### src/rtl/hostbus_pkg.sv
package hostbus_pkg;

    typedef enum logic [2:0] {
        BM_W16_PTR      = 3'd0,
        BM_B8_PTR       = 3'd1,
        BM_B8_HIADR     = 3'd2,
        BM_W16_MUX      = 3'd3,
        BM_B8_MUX       = 3'd4,
        BM_B8_MUX_HIADR = 3'd5
    } bus_mode_e;

    typedef enum logic [2:0] {
        S_IDLE,
        S_WR_PUSH,
        S_WR_HOLD,
        S_RD_LAT1,
        S_RD_LAT2,
        S_RD_OUT,
        S_ACK_WAIT,
        S_ACK_OUT
    } hb_state_e;

    function automatic logic mode_is_wide(input bus_mode_e m);
        return (m == BM_W16_PTR) || (m == BM_W16_MUX);
    endfunction

endpackage

### src/rtl/hostbus_cfg.sv
module hostbus_cfg
    import hostbus_pkg::*;
#(
    parameter int HB = 8
) (
    input  logic          clk,
    input  logic          rst_n,
    input  logic          cfg_we,
    input  logic          ptr_we,
    input  logic          as_stb,
    input  logic [HB-1:0] ad_lo,
    input  logic          ch_sel,
    output bus_mode_e     mode,
    output logic          style_wait,
    output logic [HB-1:0] ptr,
    output logic [HB-1:0] mux_addr
);

    logic mux_mode;
    assign mux_mode = (mode == BM_W16_MUX) || (mode == BM_B8_MUX);

    always_ff @(posedge clk or negedge rst_n) begin
        if (!rst_n) begin
            mode       <= BM_W16_PTR;
            style_wait <= 1'b1;
            ptr        <= '0;
            mux_addr   <= '0;
        end else begin
            if (cfg_we) begin
                mode       <= (ad_lo[2:0] > 3'd5) ? BM_W16_PTR : bus_mode_e'(ad_lo[2:0]);
                style_wait <= ch_sel;
            end
            if (ptr_we)
                ptr <= ad_lo;
            if (as_stb && mux_mode)
                mux_addr <= ad_lo;
        end
    end

endmodule

### src/rtl/hostbus_steer.sv
module hostbus_steer
    import hostbus_pkg::*;
#(
    parameter int DW = 16,
    localparam int HB = DW / 2
) (
    input  bus_mode_e     mode,
    input  logic [HB-1:0] ptr,
    input  logic [HB-1:0] mux_addr,
    input  logic [DW-1:0] ad_in,
    input  logic [DW-1:0] reg_rdata,
    input  logic [DW-1:0] vec_in,
    output logic [HB-1:0] addr,
    output logic [DW-1:0] wdata,
    output logic [DW-1:0] rd_shaped,
    output logic [DW-1:0] vec_shaped,
    output logic [1:0]    lane_en
);

    logic wide;
    assign wide = mode_is_wide(mode);

    always_comb begin
        unique case (mode)
            BM_W16_PTR, BM_B8_PTR:        addr = ptr;
            BM_B8_HIADR, BM_B8_MUX_HIADR: addr = ad_in[DW-1:HB];
            BM_W16_MUX, BM_B8_MUX:        addr = mux_addr;
            default:                      addr = ptr;
        endcase
    end

    // Lower lane always passes; upper lane only in the wide modes.
    assign lane_en = {wide, 1'b1};

    for (genvar ln = 0; ln < 2; ln++) begin : g_lane
        assign wdata[ln*HB +: HB]      = lane_en[ln] ? ad_in[ln*HB +: HB]     : '0;
        assign rd_shaped[ln*HB +: HB]  = lane_en[ln] ? reg_rdata[ln*HB +: HB] : '0;
        assign vec_shaped[ln*HB +: HB] = lane_en[ln] ? vec_in[ln*HB +: HB]    : '0;
    end

endmodule

### src/rtl/hostbus_fsm.sv
module hostbus_fsm
    import hostbus_pkg::*;
(
    input  logic clk,
    input  logic rst_n,
    input  logic cs_n,
    input  logic rd_n,
    input  logic wr_n,
    input  logic iack_n,
    input  logic cfg_sel,
    input  logic ptr_sel,
    input  logic vec_valid,
    input  logic style_wait,
    output logic cfg_we,
    output logic ptr_we,
    output logic cap_addr,
    output logic reg_we,
    output logic reg_re,
    output logic cap_rd,
    output logic cap_vec,
    output logic drive,
    output logic hs_n
);

    hb_state_e st, nxt;
    logic rd_act, wr_act, ack_act, active, done;

    assign rd_act  = !cs_n && !rd_n;
    assign wr_act  = !cs_n && !wr_n;
    assign ack_act = !iack_n;

    always_ff @(posedge clk or negedge rst_n) begin
        if (!rst_n) st <= S_IDLE;
        else        st <= nxt;
    end

    always_comb begin
        nxt = st;
        unique case (st)
            S_IDLE: begin
                if (ack_act)                       nxt = S_ACK_WAIT;
                else if (rd_act)                   nxt = S_RD_LAT1;
                else if (wr_act && (cfg_sel || ptr_sel)) nxt = S_WR_HOLD;
                else if (wr_act)                   nxt = S_WR_PUSH;
            end
            S_WR_PUSH:  nxt = S_WR_HOLD;
            S_WR_HOLD:  if (!wr_act)  nxt = S_IDLE;
            S_RD_LAT1:  nxt = S_RD_LAT2;
            S_RD_LAT2:  nxt = S_RD_OUT;
            S_RD_OUT:   if (!rd_act)  nxt = S_IDLE;
            S_ACK_WAIT: begin
                if (!ack_act)       nxt = S_IDLE;
                else if (vec_valid) nxt = S_ACK_OUT;
            end
            S_ACK_OUT:  if (!ack_act) nxt = S_IDLE;
            default:    nxt = S_IDLE;
        endcase
    end

    always_comb begin
        cfg_we   = 1'b0;
        ptr_we   = 1'b0;
        cap_addr = 1'b0;
        reg_we   = 1'b0;
        reg_re   = 1'b0;
        cap_rd   = 1'b0;
        cap_vec  = 1'b0;
        drive    = 1'b0;
        done     = 1'b0;
        unique case (st)
            S_IDLE: begin
                if (!ack_act && !rd_act && wr_act) begin
                    cfg_we   = cfg_sel;
                    ptr_we   = !cfg_sel && ptr_sel;
                    cap_addr = !cfg_sel && !ptr_sel;
                end else if (!ack_act && rd_act) begin
                    cap_addr = 1'b1;
                end
            end
            S_WR_PUSH:  reg_we = 1'b1;
            S_WR_HOLD:  done = 1'b1;
            S_RD_LAT1:  reg_re = 1'b1;
            S_RD_LAT2:  cap_rd = 1'b1;
            S_RD_OUT: begin
                done  = 1'b1;
                drive = rd_act;
            end
            S_ACK_WAIT: cap_vec = ack_act && vec_valid;
            S_ACK_OUT: begin
                done  = 1'b1;
                drive = ack_act;
            end
            default: ;
        endcase
        active = ack_act || rd_act || wr_act;
        hs_n   = style_wait ? !(active && !done) : !(active && done);
    end

endmodule

### src/rtl/hostbus_if.sv
module hostbus_if
    import hostbus_pkg::*;
#(
    parameter int DW = 16,
    localparam int HB = DW / 2
) (
    input  logic          clk,
    input  logic          rst_n,
    input  logic          cs_n,
    input  logic          rd_n,
    input  logic          wr_n,
    input  logic          as_stb,
    input  logic          cfg_sel,
    input  logic          ptr_sel,
    input  logic          ch_sel,
    input  logic          iack_n,
    input  logic          vec_valid,
    input  logic [DW-1:0] vec_in,
    input  logic [DW-1:0] ad_in,
    output logic [DW-1:0] ad_out,
    output logic [1:0]    ad_oe,
    output logic          hs_n,
    output logic [HB-1:0] reg_addr,
    output logic [DW-1:0] reg_wdata,
    output logic          reg_we,
    output logic          reg_re,
    input  logic [DW-1:0] reg_rdata
);

    bus_mode_e     mode_q;
    logic          style_wait_q;
    logic [HB-1:0] ptr_q, mux_addr_q, addr_sel, addr_q;
    logic [DW-1:0] wdata_sel, rd_shaped, vec_shaped, wdata_q, dout_q;
    logic [1:0]    lane_en;
    logic          cfg_we, ptr_we, cap_addr, cap_rd, cap_vec, drive;

    hostbus_cfg #(.HB(HB)) u_cfg (
        .clk       (clk),
        .rst_n     (rst_n),
        .cfg_we    (cfg_we),
        .ptr_we    (ptr_we),
        .as_stb    (as_stb),
        .ad_lo     (ad_in[HB-1:0]),
        .ch_sel    (ch_sel),
        .mode      (mode_q),
        .style_wait(style_wait_q),
        .ptr       (ptr_q),
        .mux_addr  (mux_addr_q)
    );

    hostbus_steer #(.DW(DW)) u_steer (
        .mode      (mode_q),
        .ptr       (ptr_q),
        .mux_addr  (mux_addr_q),
        .ad_in     (ad_in),
        .reg_rdata (reg_rdata),
        .vec_in    (vec_in),
        .addr      (addr_sel),
        .wdata     (wdata_sel),
        .rd_shaped (rd_shaped),
        .vec_shaped(vec_shaped),
        .lane_en   (lane_en)
    );

    hostbus_fsm u_fsm (
        .clk       (clk),
        .rst_n     (rst_n),
        .cs_n      (cs_n),
        .rd_n      (rd_n),
        .wr_n      (wr_n),
        .iack_n    (iack_n),
        .cfg_sel   (cfg_sel),
        .ptr_sel   (ptr_sel),
        .vec_valid (vec_valid),
        .style_wait(style_wait_q),
        .cfg_we    (cfg_we),
        .ptr_we    (ptr_we),
        .cap_addr  (cap_addr),
        .reg_we    (reg_we),
        .reg_re    (reg_re),
        .cap_rd    (cap_rd),
        .cap_vec   (cap_vec),
        .drive     (drive),
        .hs_n      (hs_n)
    );

    always_ff @(posedge clk or negedge rst_n) begin
        if (!rst_n) begin
            addr_q  <= '0;
            wdata_q <= '0;
            dout_q  <= '0;
        end else begin
            if (cap_addr) begin
                addr_q  <= addr_sel;
                wdata_q <= wdata_sel;
            end
            if (cap_rd)       dout_q <= rd_shaped;
            else if (cap_vec) dout_q <= vec_shaped;
        end
    end

    assign reg_addr  = addr_q;
    assign reg_wdata = wdata_q;
    assign ad_out    = dout_q;
    assign ad_oe     = drive ? lane_en : 2'b00;

endmodule

### config.mk
export PLATFORM = sky130hd
export DESIGN_NAME = hostbus_if
export DESIGN_NICKNAME = d
export VERILOG_FILES = /design/src/rtl/hostbus_pkg.sv /design/src/rtl/hostbus_cfg.sv /design/src/rtl/hostbus_steer.sv /design/src/rtl/hostbus_fsm.sv /design/src/rtl/hostbus_if.sv
export SDC_FILE = /design/constraint.sdc
export NUM_CORES = 1
export LEC_CHECK = 0
export ABC_CLOCK_PERIOD_IN_PS = 2750
export BUFFER_PORTS_ARGS = -buffer_cell sky130_fd_sc_hd__clkbuf_2
export CAP_MARGIN = 20
export CORE_ASPECT_RATIO = 0.5
export CORE_MARGIN = 2
export CORE_UTILIZATION = 51
export CTS_CLUSTER_SIZE = 8
export DETAILED_ROUTE_END_ITERATION = 8
export HOLD_SLACK_MARGIN = 0.1
export PLACE_DENSITY = 0.8
export RECOVER_POWER = 50
export SYNTH_ARGS = -nofsm -noshare
export SYNTH_HDL_FRONTEND = slang
export SYNTH_SLANG_ARGS = --single-unit
### constraint.sdc
create_clock -name clk -period 2.75 [get_ports clk]
set_input_delay 0 -clock clk [delete_from_list [all_inputs] [get_ports clk]]
set_output_delay 0 -clock clk [all_outputs]
set_load 0.02 [all_outputs]
# Yosys cells after proc, flatten, opt, wreduce, memory -nomap -nowiden
# Index checks and enable logic that the tools add are counted.
# word_totals
reg_bits	63
latchBits	0
mem_bits_rw	0
romBits	0
output_inout_bits	45
mem_count	0
# classes
addsub	0
mul	0
n_div	0
order_cmp	1
eq_ne	16
shift	0
n_mux	32
bitwise	0
n_reduce_logical	34
# ops
op	count
$mux 16	2
$mux 3	10
$mux 8	3
$pmux 3 s8	1
$eq 3x3->1 const B	6
$pmux 8 s2	1
$mux 1	13
$eq 3x2->1 const B	4
$logic_and 1x1->1	12
$logic_not 1->1	10
$logic_not 3->1	2
$ne 2x2->1 const B	3
$logic_or 1x1->1	5
$ne 5x2->1 const B	1
$reduce_and 5->1	1
$reduce_or 2->1	2
$eq 3x1->1 const B	1
$gt 3x3->1 const B	1
$ne 3x3->1 const B	1
$reduce_or 3->1	1
$mux 2	1
$pmux 1 s2	1
$reduce_bool 2->1	1

# Depth between registers and ports, before layout
# depth
depth_word	7
mapped_depth	7

# By module
# Synthesis repeated with hierarchy kept, for this count alone.
# unflattened
cells_unflattened	369
area_unflattened_um2	3950.0
# modules_own_cells
module	instances	cells_per_inst	area_per_inst_um2	seq_area_each_um2
hostbus_if	1	122	1755.4	1001.0
hostbus_cfg	1	72	917.1	501.7
hostbus_steer	1	124	867.1	0.0
hostbus_fsm	1	51	410.4	75.1

# Worst setup path after synthesis
# No wires, ideal clock.
# synth_timing
path_kind	reg2reg
start	register u_fsm.st[0]
end	register wdata_q[0], in the netlist reg_wdata[0]
setup_ns	0.125
arrival_time_ns	1.923
required_time_ns	2.625
path_slack_ns	0.702
path_stages_with_launch	7
path_buffers	3
synth_period_minus_slack_ns	2.048
path_cell_list	dfrtp_1 buf_6 or4b_4 or3_1 buf_6 buf_12 mux2_4
# synth_via
elab_chain_len	2
# synth_lines
item	line_no	rtl
start: declaration	hostbus_fsm.sv:25	hb_state_e st, nxt;
start signal: assignment	hostbus_fsm.sv:34	else st <= nxt;
$logic_not 3->1	hostbus_fsm.sv:70	unique case (st)
$mux 1	hostbus_fsm.sv:70	
end signal: assignment	hostbus_if.sv:95	wdata_q <= wdata_sel;
end: declaration	hostbus_if.sv:33	logic [DW-1:0] wdata_sel, rd_shaped, vec_shaped, wdata_q, dout_q;
# No other way between the ends.
# A chain may end at the register's enable or synchronous reset.

# Worst setup path in the final report
# layout_timing
start	register u_fsm.st[0]
end	register dout_q[2], in the netlist ad_out[2]
# layout_via
elab_chain_len	3
# layout_lines
item	line_no	rtl
$eq 3x3->1	hostbus_fsm.sv:70	
$mux 1	hostbus_fsm.sv:70	
$mux 16 or $reduce_bool 2->1 (tied branches)	-	
end signal: assignment	hostbus_if.sv:97	if (cap_rd) dout_q <= rd_shaped;
end signal: assignment	hostbus_if.sv:98	else if (cap_vec) dout_q <= vec_shaped;
end: declaration	hostbus_if.sv:33	
# Several ways; a longest one is shown, not always the timed one.

==> results.json <==
{
  "h-tree-depth": 3,
  "drt_iter0_drc": 156,
  "grt_max_degree": 41,
  "routed-via-count": 2900,
  "post-cts-setup-buffers": 0,
  "clkLatencyLatePin_ns": 0.32,
  "final_antenna_net_count": 0,
  "io_buffer_count": 103,
  "pwr_density_cell_nw_per_um2": 1029,
  "drive_above_1_share": 0.2775,
  "power_report.internal_total_mw": 2.800,
  "tritoncts": "done",
  "dieArea_um2": 6863,
  "min_path_type": "in -> reg",
  "critPathRequiredTime_ns": 2.91,
  "layoutNonFillerInstCount": 524,
  "wl_um": 8929,
  "cts.sink_count": 63,
  "synth.area.top_cells": "sky130_fd_sc_hd__dfrtp_1, sky130_fd_sc_hd__mux2_2, sky130_fd_sc_hd__mux2i_1",
  "track_usage": 0.2699,
  "setup_violations": 0,
  "fmax_mhz": 404.4,
  "synth_area_leader_cell": "sky130_fd_sc_hd__dfrtp_1",
  "syn-num-nets": 340,
  "setup.worst_path.start_class": "register",
  "initial_antenna_violation_count": 0,
  "global_route_wire_length_before_repair_um": 14100,
  "finalHoldViolations": 0,
  "core_um2": 6031,
  "critical_path_arrival_ns": 2.63,
  "criticalPathCategory": "reg -> reg",
  "io_pins": 104,
  "tritoncts_buffer_count": 9,
  "power.combinational.fraction": 0.410,
  "ff2ff_setup_slack_ns": 0.28,
  "grt_pass1_vias": 2897,
  "place.detailed.hpwl_um": 5471,
  "p_switching_mw": 1.779,
  "detail_route.drc_violations": 0,
  "yosys.cell_count.top_type": "sky130_fd_sc_hd__dfrtp_1",
  "synth_enable_flop_cells": 0,
  "finalCriticalPeriod_ns": 2.473,
  "slew_violations": 0,
  "post_drt_wl_per_cell_um": 17.04,
  "total_power_mw": 4.580,
  "worst_setup_path_end_kind": "register",
  "setup_total_negative_slack_ns": 0,
  "hold-worst-slack_ns": 0.1210,
  "asyncSetResetFlopFracSynth": 1.000,
  "yosysUniqueCellTypes": 38,
  "setup_repair_after_global_routing_missed_its_margin": "no",
  "worst_ir_drop_vdd_mv": 0.3907,
  "cts.path.max_buffers": 2,
  "final.setup_skew_ns": 0.005562,
  "initial_utilization": 0.5226,
  "tcrit_tclk_final": 0.8993,
  "synth_area_um2": 3152,
  "critical_path_peak_fanout": 9,
  "tightestPinTransition_ns": 1.452,
  "run_status": "finished, final reports clean",
  "ys_seq_elements": 63,
  "syn_to_final_growth_pct": 41.17,
  "vias_per_cell": 5.534,
  "antenna-diode-count": 0,
  "syn_avg_cell_area_um2": 11.22,
  "proportion_of_power_drawn_by_flip_flops_and_latches": 0.346,
  "clk_pin_slew_worst_paths_ns": 0.05,
  "sw_frac_of_total": 0.3885,
  "leakage_nw": 2.069,
  "gr-total-overflow": 0,
  "first_pass_iters": 5,
  "clk_network_pwr_share": 0.244,
  "synthDominantCellAreaShare": 0.4923,
  "timing.max_cap.violations": 0,
  "syn_inst": 281,
  "die_height_um": 59.59,
  "cts_root_buf": "sky130_fd_sc_hd__clkbuf_16",
  "slew-limit-headroom": 0.03185,
  "fraction_of_the_yosys_area_taken_by_sequential_cells": 0.5006,
  "routabilityCongestion": 0.8835,
  "dpl.cell_count": 459,
  "horizontal_die_dimension_um": 115.2,
  "netlist_top_cells_count": "sky130_fd_sc_hd__dfrtp_1, sky130_fd_sc_hd__nand2_1, sky130_fd_sc_hd__o21ai_0",
  "total_number_of_nets_in_the_final_design": 491,
  "synthFlopType": "sky130_fd_sc_hd__dfrtp_1",
  "yosys_warnings": 0,
  "rows": 20,
  "finish.utilization": 0.7378
}
[cell families after synthesis]
logic type	after synthesis	share of synthesized area
compound gates	83	0.1929
simple gates	65	0.09846
flops	63	0.5006
mux	44	0.1596
buf+inv	24	0.04287
xor+xnor	2	0.005559
[worst max-delay path, cell delays in order (launching register included)]
cell	delay (ns)
sky130_fd_sc_hd__dfrtp_1	0.46
sky130_fd_sc_hd__nand2b_1	0.22
sky130_fd_sc_hd__nor2_2	0.44
sky130_fd_sc_hd__buf_4	0.31
sky130_fd_sc_hd__mux2i_1	0.22
sky130_fd_sc_hd__dlygate4sd3_1	0.57
sky130_fd_sc_hd__o21ai_0	0.09
[power groups by stage]
| stage | Combinational, mW | Sequential [mW] | Clock, mW |
|---|---|---|---|
| floorplan | 1.09 | 1.71 | 0 |
| global placement | 1.70 | 1.55 | 0 |
| detailed placement | 1.75 | 1.57 | 0 |
| CTS | 1.90 | 1.57 | 1.13 |
| global route | 2.04 | 1.62 | 1.17 |
| finish | 1.88 | 1.58 | 1.12 |
[layout by cell type (no fill, tap or decap), types with 9 or more instances in the layout]
master / Yosys / final
sky130_fd_sc_hd__nand2_1: 35 / 35
sky130_fd_sc_hd__o221ai_1: 16 / 16
sky130_fd_sc_hd__mux2_2: 18 / 18
sky130_fd_sc_hd__dfrtp_1: 62 / 62
sky130_fd_sc_hd__a21o_1: 9 / 9
sky130_fd_sc_hd__mux2i_1: 18 / 18
sky130_fd_sc_hd__clkbuf_1: 8 / 42
sky130_fd_sc_hd__dlygate4sd3_1: 0 / 50
sky130_fd_sc_hd__o21ai_0: 32 / 32
sky130_fd_sc_hd__clkbuf_16: 0 / 9
sky130_fd_sc_hd__clkbuf_2: 0 / 63
[routing by layer]
| layer | share of wire | vias to the layer above | GRT usage |
|---|---|---|---|
| li1 | - | 1337 | - |
| met1 | 0.41 | 1435 | 0.3215 |
| met2 | 0.52 | 112 | 0.4924 |
| met3 | 0.056 | 16 | 0.06544 |
| met4 | 0.014 | 0 | 0.08606 |
| met5 | 0 | - | 0 |
[flip-flops by register name, summed over array words and instances (netlist names)]
register          cells
u_cfg.ptr             8
u_fsm.st              3
u_cfg.style_wait      1
u_cfg.mux_addr        8
reg_addr              8
u_cfg.mode            3
ad_out               16
reg_wdata            16
[through the flow]
step / worst slack [ns] / cell area, um^2
finish: 0.2769 / 4449
global route: 0.1519 / 4449
CTS: 0.3263 / 4507
detailed placement: 0.5911 / 3709
global placement: 0.6264 / 3709
floorplan: 0.7023 / 3152
[what timing repair did]
item                                   4_1_cts  5_1_grt
endpoints found under the hold margin       75        0
hold buffers                                50        0
resized for setup                            0        0
[final timing paths]
check / startpoint / to / cells past startpoint
worst max-delay path: u_fsm.st[0] / ad_out[2] / 6
worst min register to register: reg_addr[3] / reg_addr[3] / 1
max in group asynchronous: rst_n / ad_out[12] / 3
worst min-delay path: iack_n / u_fsm.st[1] / 3
worst max register to register: u_fsm.st[0] / ad_out[2] / 6
min in group asynchronous: rst_n / u_cfg.mux_addr[1] / 2
[final cells by class]
cell class,instances,area (um^2)
clock buffer,11,252.7
tap,88,110.1
fill,410,1582
multi-input combinational,194,1441
sequential,63,1578
inverter,5,18.77
clock inverter,4,45.04
timing repair buffer,159,1003
Power figures use the tool's default switching activity.
